## config.mk

```make
export PLATFORM = sky130hd
export DESIGN_NAME = gfx_engine
export DESIGN_NICKNAME = d
export VERILOG_FILES = /design/src/rtl/gfx_pkg.sv /design/src/rtl/gfx_line_step.sv /design/src/rtl/gfx_rect_step.sv /design/src/rtl/gfx_engine.sv
export SDC_FILE = /design/constraint.sdc
export NUM_CORES = 1
export LEC_CHECK = 0
export BUFFER_PORTS_ARGS = -buffer_cell sky130_fd_sc_hd__buf_2
export CAP_MARGIN = 40
export CORE_MARGIN = 2
export CORE_UTILIZATION = 55
export CTS_BUF_LIST = sky130_fd_sc_hd__clkbuf_8
export DETAILED_ROUTE_END_ITERATION = 16
export MAX_ROUTING_LAYER = met4
export PLACE_DENSITY = 0.84
export SETUP_SLACK_MARGIN = 0.15
export SLEW_MARGIN = 10
export SYNTH_ARGS = -nofsm -noshare
export SYNTH_HDL_FRONTEND = slang
export SYNTH_HIERARCHICAL = 1
export SYNTH_SLANG_ARGS = --single-unit
```

## constraint.sdc

```tcl
create_clock -name clk -period 17.5 [get_ports clk]
set_input_delay 0.875 -clock clk [delete_from_list [all_inputs] [get_ports clk]]
set_output_delay 0.875 -clock clk [all_outputs]
set_load 0.02 [all_outputs]
```

## src/rtl/gfx_pkg.sv

```systemverilog
package gfx_pkg;
    typedef enum logic [2:0] {
        S_IDLE   = 3'd0,
        S_LINE   = 3'd1,
        S_FILL   = 3'd2,
        S_PLOT   = 3'd3,
        S_RDREQ  = 3'd4,
        S_RDWAIT = 3'd5
    } state_e;

    localparam logic [3:0] A_COLOR = 4'd0;
    localparam logic [3:0] A_LX0   = 4'd1;
    localparam logic [3:0] A_LY0   = 4'd2;
    localparam logic [3:0] A_LX1   = 4'd3;
    localparam logic [3:0] A_LY1   = 4'd4;
    localparam logic [3:0] A_FLX   = 4'd5;
    localparam logic [3:0] A_FLY   = 4'd6;
    localparam logic [3:0] A_FX    = 4'd7;
    localparam logic [3:0] A_FY    = 4'd8;
    localparam logic [3:0] A_PX    = 4'd9;
    localparam logic [3:0] A_PY    = 4'd10;
    localparam logic [3:0] A_RX    = 4'd11;
    localparam logic [3:0] A_RY    = 4'd12;
endpackage

```

## src/rtl/gfx_line_step.sv

```systemverilog
module gfx_line_step #(
    parameter int XW = 11,
    parameter int YW = 11,
    parameter int EW = 14
) (
    input  logic [XW-1:0]        cx,
    input  logic [YW-1:0]        cy,
    input  logic signed [EW-1:0] err,
    input  logic signed [EW-1:0] dxa,
    input  logic signed [EW-1:0] dya,
    input  logic                 sx_neg,
    input  logic                 sy_neg,
    output logic [XW-1:0]        nx,
    output logic [YW-1:0]        ny,
    output logic signed [EW-1:0] nerr
);
    localparam logic [XW-1:0] ONE_X = XW'(1);
    localparam logic [YW-1:0] ONE_Y = YW'(1);

    logic signed [EW:0] e2, dxe, dye;
    logic step_x, step_y;

    always_comb begin
        e2     = $signed({err, 1'b0});
        dxe    = $signed({dxa[EW-1], dxa});
        dye    = $signed({dya[EW-1], dya});
        step_x = (e2 >= -dye);
        step_y = (e2 <= dxe);
        nerr   = err - (step_x ? dya : '0) + (step_y ? dxa : '0);
        nx     = step_x ? (sx_neg ? cx - ONE_X : cx + ONE_X) : cx;
        ny     = step_y ? (sy_neg ? cy - ONE_Y : cy + ONE_Y) : cy;
    end
endmodule

```

## src/rtl/gfx_rect_step.sv

```systemverilog
module gfx_rect_step #(
    parameter int XW = 11,
    parameter int YW = 11
) (
    input  logic [XW-1:0] cx,
    input  logic [YW-1:0] cy,
    input  logic [XW-1:0] x0,
    input  logic [XW-1:0] xlen,
    input  logic [YW-1:0] y0,
    input  logic [YW-1:0] ylen,
    output logic [XW-1:0] nx,
    output logic [YW-1:0] ny,
    output logic          last
);
    localparam logic [XW-1:0] ONE_X = XW'(1);
    localparam logic [YW-1:0] ONE_Y = YW'(1);

    logic row_end;

    always_comb begin
        row_end = (cx == x0 + xlen);
        last    = row_end && (cy == y0 + ylen);
        nx      = row_end ? x0 : cx + ONE_X;
        ny      = row_end ? cy + ONE_Y : cy;
    end
endmodule

```

## src/rtl/gfx_engine.sv

```systemverilog
module gfx_engine
    import gfx_pkg::*;
#(
    parameter int SCR_W = 1920,
    parameter int SCR_H = 1080,
    parameter int AW    = $clog2(SCR_W * SCR_H)
) (
    input  logic          clk,
    input  logic          rst_n,
    input  logic          reg_we,
    input  logic [3:0]    reg_addr,
    input  logic [15:0]   reg_wdata,
    output logic          ready,
    output logic [15:0]   rd_color,
    output logic          fb_we,
    output logic          fb_re,
    output logic [AW-1:0] fb_addr,
    output logic [15:0]   fb_wdata,
    input  logic [15:0]   fb_rdata
);
    localparam int XW = $clog2(SCR_W);
    localparam int YW = $clog2(SCR_H);
    localparam int EW = ((XW > YW) ? XW : YW) + 3;

    typedef struct packed {
        state_e            st;
        logic [15:0]       color;
        logic [XW-1:0]     lx0, lx1, flx, fx, px, rx, cx, ex;
        logic [YW-1:0]     ly0, ly1, fly, fy, py, ry, cy, ey;
        logic signed [EW-1:0] dxa, dya, err;
        logic              sx_neg, sy_neg;
        logic [15:0]       rdc;
    } regs_t;

    regs_t q, n;

    logic [XW-1:0]        ln_x, rc_x, wx;
    logic [YW-1:0]        ln_y, rc_y, wy;
    logic signed [EW-1:0] ln_err;
    logic                 rc_last;
    logic [XW-1:0]        adx;
    logic [YW-1:0]        ady;

    gfx_line_step #(.XW(XW), .YW(YW), .EW(EW)) u_line (
        .cx(q.cx), .cy(q.cy), .err(q.err), .dxa(q.dxa), .dya(q.dya),
        .sx_neg(q.sx_neg), .sy_neg(q.sy_neg),
        .nx(ln_x), .ny(ln_y), .nerr(ln_err)
    );

    gfx_rect_step #(.XW(XW), .YW(YW)) u_rect (
        .cx(q.cx), .cy(q.cy), .x0(q.fx), .xlen(q.flx), .y0(q.fy), .ylen(q.fly),
        .nx(rc_x), .ny(rc_y), .last(rc_last)
    );

    always_comb begin
        n   = q;
        wx  = reg_wdata[XW-1:0];
        wy  = reg_wdata[YW-1:0];
        adx = (q.lx1 >= q.lx0) ? q.lx1 - q.lx0 : q.lx0 - q.lx1;
        ady = (wy >= q.ly0) ? wy - q.ly0 : q.ly0 - wy;
        case (q.st)
            S_IDLE: begin
                if (reg_we) begin
                    case (reg_addr)
                        A_COLOR: n.color = reg_wdata;
                        A_LX0:   n.lx0 = wx;
                        A_LY0:   n.ly0 = wy;
                        A_LX1:   n.lx1 = wx;
                        A_LY1: begin
                            n.ly1    = wy;
                            n.cx     = q.lx0;
                            n.cy     = q.ly0;
                            n.ex     = q.lx1;
                            n.ey     = wy;
                            n.dxa    = EW'(adx);
                            n.dya    = EW'(ady);
                            n.err    = EW'(adx) - EW'(ady);
                            n.sx_neg = (q.lx1 < q.lx0);
                            n.sy_neg = (wy < q.ly0);
                            n.st     = S_LINE;
                        end
                        A_FLX:   n.flx = wx;
                        A_FLY:   n.fly = wy;
                        A_FX:    n.fx  = wx;
                        A_FY: begin
                            n.fy = wy;
                            n.cx = q.fx;
                            n.cy = wy;
                            n.st = S_FILL;
                        end
                        A_PX:    n.px = wx;
                        A_PY: begin
                            n.py = wy;
                            n.cx = q.px;
                            n.cy = wy;
                            n.st = S_PLOT;
                        end
                        A_RX:    n.rx = wx;
                        A_RY: begin
                            n.ry = wy;
                            n.cx = q.rx;
                            n.cy = wy;
                            n.st = S_RDREQ;
                        end
                        default: ;
                    endcase
                end
            end
            S_LINE: begin
                if (q.cx == q.ex && q.cy == q.ey) begin
                    n.st = S_IDLE;
                end else begin
                    n.cx  = ln_x;
                    n.cy  = ln_y;
                    n.err = ln_err;
                end
            end
            S_FILL: begin
                n.cx = rc_x;
                n.cy = rc_y;
                if (rc_last) n.st = S_IDLE;
            end
            S_PLOT:   n.st = S_IDLE;
            S_RDREQ:  n.st = S_RDWAIT;
            S_RDWAIT: begin
                n.rdc = fb_rdata;
                n.st  = S_IDLE;
            end
            default:  n.st = S_IDLE;
        endcase
    end

    always_ff @(posedge clk) begin
        if (!rst_n) q <= '0;
        else        q <= n;
    end

    assign ready    = (q.st == S_IDLE);
    assign rd_color = q.rdc;
    assign fb_we    = (q.st == S_LINE) || (q.st == S_FILL) || (q.st == S_PLOT);
    assign fb_re    = (q.st == S_RDREQ);
    assign fb_wdata = q.color;
    assign fb_addr  = AW'(q.cy) * AW'(SCR_W) + AW'(q.cx);

    // the memory port is used only while the processor is stalled
    p_port_owned_r7: assert property (@(posedge clk) disable iff (!rst_n)
        (fb_we || fb_re) |-> !ready);

    // an accepted launching write stalls the processor on the next cycle
    p_trigger_stall_r7: assert property (@(posedge clk) disable iff (!rst_n)
        (ready && reg_we && (reg_addr == A_LY1 || reg_addr == A_FY ||
                             reg_addr == A_PY || reg_addr == A_RY)) |=> !ready);

    // writes during a command leave the parameters untouched
    p_busy_ignore_r8: assert property (@(posedge clk) disable iff (!rst_n)
        (!ready && reg_we) |=> ($stable(q.color) && $stable(q.lx0) && $stable(q.fx)));

    // inside a row the fill cursor advances by exactly one pixel
    p_fill_row_r4: assert property (@(posedge clk) disable iff (!rst_n)
        (q.st == S_FILL && q.cx != q.fx + q.flx) |=> (q.cx == $past(q.cx) + XW'(1)));

    // a read request is followed by a stall cycle, then release
    p_read_seq_r6: assert property (@(posedge clk) disable iff (!rst_n)
        fb_re |=> (!ready && !fb_re && !fb_we));

    // the write data never changes during a command
    p_color_hold_r2: assert property (@(posedge clk) disable iff (!rst_n)
        (fb_we && $past(fb_we)) |-> $stable(fb_wdata));
endmodule

```

==> PnR_summary.wiki <==
{| class="wikitable"
! Metric !! Value
|-
| Proportion of synthesized flip-flops having asynchronous set or reset || 0
|-
| Placeable Area || 32500 sq um
|-
| Most common cell after layout, fill and taps aside || sky130_fd_sc_hd__nand2_1
|-
| 1st-iter DRT viols || 1581
|-
| Element type at the critical path end || flop
|-
| PwrDens || 92.1 nW/um^2
|-
| Postcts setup bufs || 0
|-
| Flip-flop and latch count after synthesis || 216
|-
| PostCTS Resize Cnt || 0
|-
| Register area share after synthesis || 0.239
|-
| Setup violation total in the final timing report || 0
|-
| Setup_tns || 0 ns
|-
| Number of fillers in the final layout || 2795
|-
| # rows || 66
|-
| Worst R2R Setup Slack || 10.69 ns
|-
| Clk_skew || 0.0412 ns
|-
| Largest vdd supply drop || 80.2 uV
|-
| Critical path launch point type || flop
|-
| Port Buf Inserts || 94
|-
| Clock root buffer || sky130_fd_sc_hd__clkbuf_8
|-
| CTS tree || yes
|-
| Slew at the pin closest to its max-slew limit || 0.928 ns
|-
| Total grt overflow || 0
|-
| Die extent in y || 185 um
|-
| DIE WIDTH || 185 um
|-
| Syn. warnings || 6
|-
| Antenna violations before repair || 2
|-
| Area added between synthesis and finish || 7.15%
|-
| Critical path fanouts, max || 23
|-
| Maximum clock rate || 0.147 GHz
|-
| Slowest stage cell on the critical path || sky130_fd_sc_hd__nor4_1
|-
| Hold violation total from the final report || 0
|-
| Area of the mapped netlist || 18100 sq um
|-
| Routability congestion estimate || 0.945
|-
| Headroom to the max-slew limit || 0.373
|-
| Largest stage delay, worst path || 0.60 ns
|-
| Inserted Clock Buffers || 39
|-
| Maximum number of pins on one net before global-route repair || 105
|-
| Kind of path behind the tightest hold check || reg2reg
|-
| Vias per cell || 6.02
|-
| Mean post-synth cell area || 8.19 sq um
|-
| Most instantiated flip-flop cell in the synthesis netlist || sky130_fd_sc_hd__dfxtp_1
|-
| Via total after detailed routing || 16268
|-
| Total wire length after detailed routing || 51400 um
|-
| Number of instances in the synthesized netlist || 2204
|-
| Count of flip-flops with a built-in enable after synthesis || 0
|-
| Count of unique library cells instantiated by Yosys || 109
|-
| Overall track demand over capacity in global routing || 0.304
|-
| Critical path class || reg2reg
|-
| Overall die area || 34300 sq um
|-
| Count of final max-slew check failures || 0
|-
| Share of cells above drive strength 1 || 0.109
|-
| Min cycle time layout || 6.81 ns
|-
| Remaining number of nets flagged by the antenna check after routing || 0
|-
| First-pass iteration count of the detailed router || 7
|-
| Routed wire length per instance || 19.0 um
|-
| Via count of the first global-routing pass || 15644
|-
| Largest delay share family, worst path || compound AO/OA/AOI/OAI gates
|-
| Number of sinks driven by the clock tree || 216
|-
| Later-pin clock latency in the skew report || 0.57 ns
|-
| Starting density of the core || 0.556
|-
| Count of buffer and inverter cells on the critical path || 1
|-
| Clock Path Buffers || 3
|-
| Number of hold buffers added after CTS || 0
|-
| Estimated wirelength of the detail-placed design || 37500 um
|-
| Max-cap check violation count || 0
|-
| DRC violations left || 0
|-
| Reported leakage power || 0.00872 uW
|-
| Worst hold slack after final layout || 0.462 ns
|-
| Required time of the critical path || 17.96 ns
|-
| Htree depth || 2
|-
| Period utilisation layout || 0.389
|-
| Wire length of the first global-routing pass || 80200 um
|-
| Number of placed I/O pins || 95
|-
| Unrepaired setup endpoints after global routing || false
|-
| Data arrival time of the worst path || 7.27 ns
|-
| Commonest cells after routing, fill and taps aside || sky130_fd_sc_hd__nand2_1 (263), sky130_fd_sc_hd__dfxtp_1 (216), sky130_fd_sc_hd__inv_1 (177), sky130_fd_sc_hd__ha_1 (155), sky130_fd_sc_hd__nor2_1 (121)
|-
| Clock transition time at the flip-flop clock pins of the worst setup and hold paths || 0.06 ns
|-
| Fin nets || 2472
|-
| Outcome || complete, no violations
|}
-- final timing paths --
path,from,cells past startpoint,end
max,q[34],25,q[27]
min reg2reg,fb_wdata[1],2,fb_wdata[1]
min,fb_wdata[1],2,fb_wdata[1]
max reg2reg,q[34],25,q[27]
-- synth_stat cells, drive strengths merged (8+ instances only) --
library cell,n,share of area
nor3,28,0.0080
dfxtp,216,0.24
nand2,265,0.056
a22oi,12,0.0050
xor2,74,0.036
nor4,20,0.0073
mux2i,65,0.036
clkbuf,72,0.015
nand2b,11,0.0042
ha,155,0.11
o21bai,11,0.0046
a211oi,16,0.0075
and3,18,0.0062
o211ai,10,0.0044
a21o,29,0.012
a21boi,67,0.028
nand4,13,0.0045
and2,40,0.014
o21a,12,0.0055
xnor2,78,0.038
nand3,32,0.0091
o211a,37,0.021
mux2,25,0.017
a222oi,22,0.012
a21oi,128,0.037
o21ai,133,0.038
nor3b,12,0.0053
or3,8,0.0028
inv,168,0.035
buf,60,0.024
nor2,124,0.027
fa,41,0.045
nor2b,96,0.033
-- where the power goes --
part	total, uW	internal, uW	switching, uW
registers	561	510	50.4
clock network	472	250	222
logic	749	302	447
total	1780	1060	719
-- worst min-delay path, cell delays in order (launching register included) --
cell                       delay [ns]
sky130_fd_sc_hd__dfxtp_1         0.30
sky130_fd_sc_hd__nand2_1         0.04
sky130_fd_sc_hd__a21boi_0        0.06
-- flip-flops by register name, summed over array words and instances (netlist names) --
signal / count
fb_wdata: 16
q: 184
rd_color: 16
-- area by class of cell --
class	instances	area, sq um	share of cell area
sequential	216	4320	0.223
clock inverter	16	118	0.00608
inverter	168	631	0.0326
multi-input combinational	1705	12500	0.646
tap	442	553	0.0286
clock buffer	45	619	0.0320
antenna	2	5.00	0.000259
timing repair buffer	107	591	0.0305
-- layer usage --
layer,GRT usage,part of all wire,wire length (um),vias to the layer above
met1,0.379,0.43,21900,7796
met2,0.484,0.46,23600,625
li1,-,-,-,7675
met3,0.0417,0.067,3440,172
met4,0.149,0.048,2480,0
met5,-,0,0,-
-- kinds of logic after synthesis --
kind of cell	count (synthesis)	share of synthesized area
AO/OA/AOI/OAI	546	0.212
AND/OR/NAND/NOR	700	0.192
other	1	0.000208
multiplexers	90	0.0527
buffers and inverters	300	0.0734
XOR/XNOR	154	0.0766
adder cells (fa/ha/maj)	197	0.153
flip-flops	216	0.239
-- stage by stage --
step / cell area [sq um] / total power (uW) / worst slack, ns / util / instances
after floorplan: 18100 / 1120 / 11.72 / - / 2221
after global placement: 18600 / 1270 / 10.85 / 0.573 / 2637
after detailed placement: 18600 / 1300 / 10.75 / 0.573 / 2638
after CTS: 19300 / 1770 / 10.73 / 0.596 / 2699
after global routing: 19300 / 1880 / 10.20 / 0.596 / 2701
final: 19300 / 1780 / 10.69 / 0.596 / 2701
(Power assumes the default switching activity.)
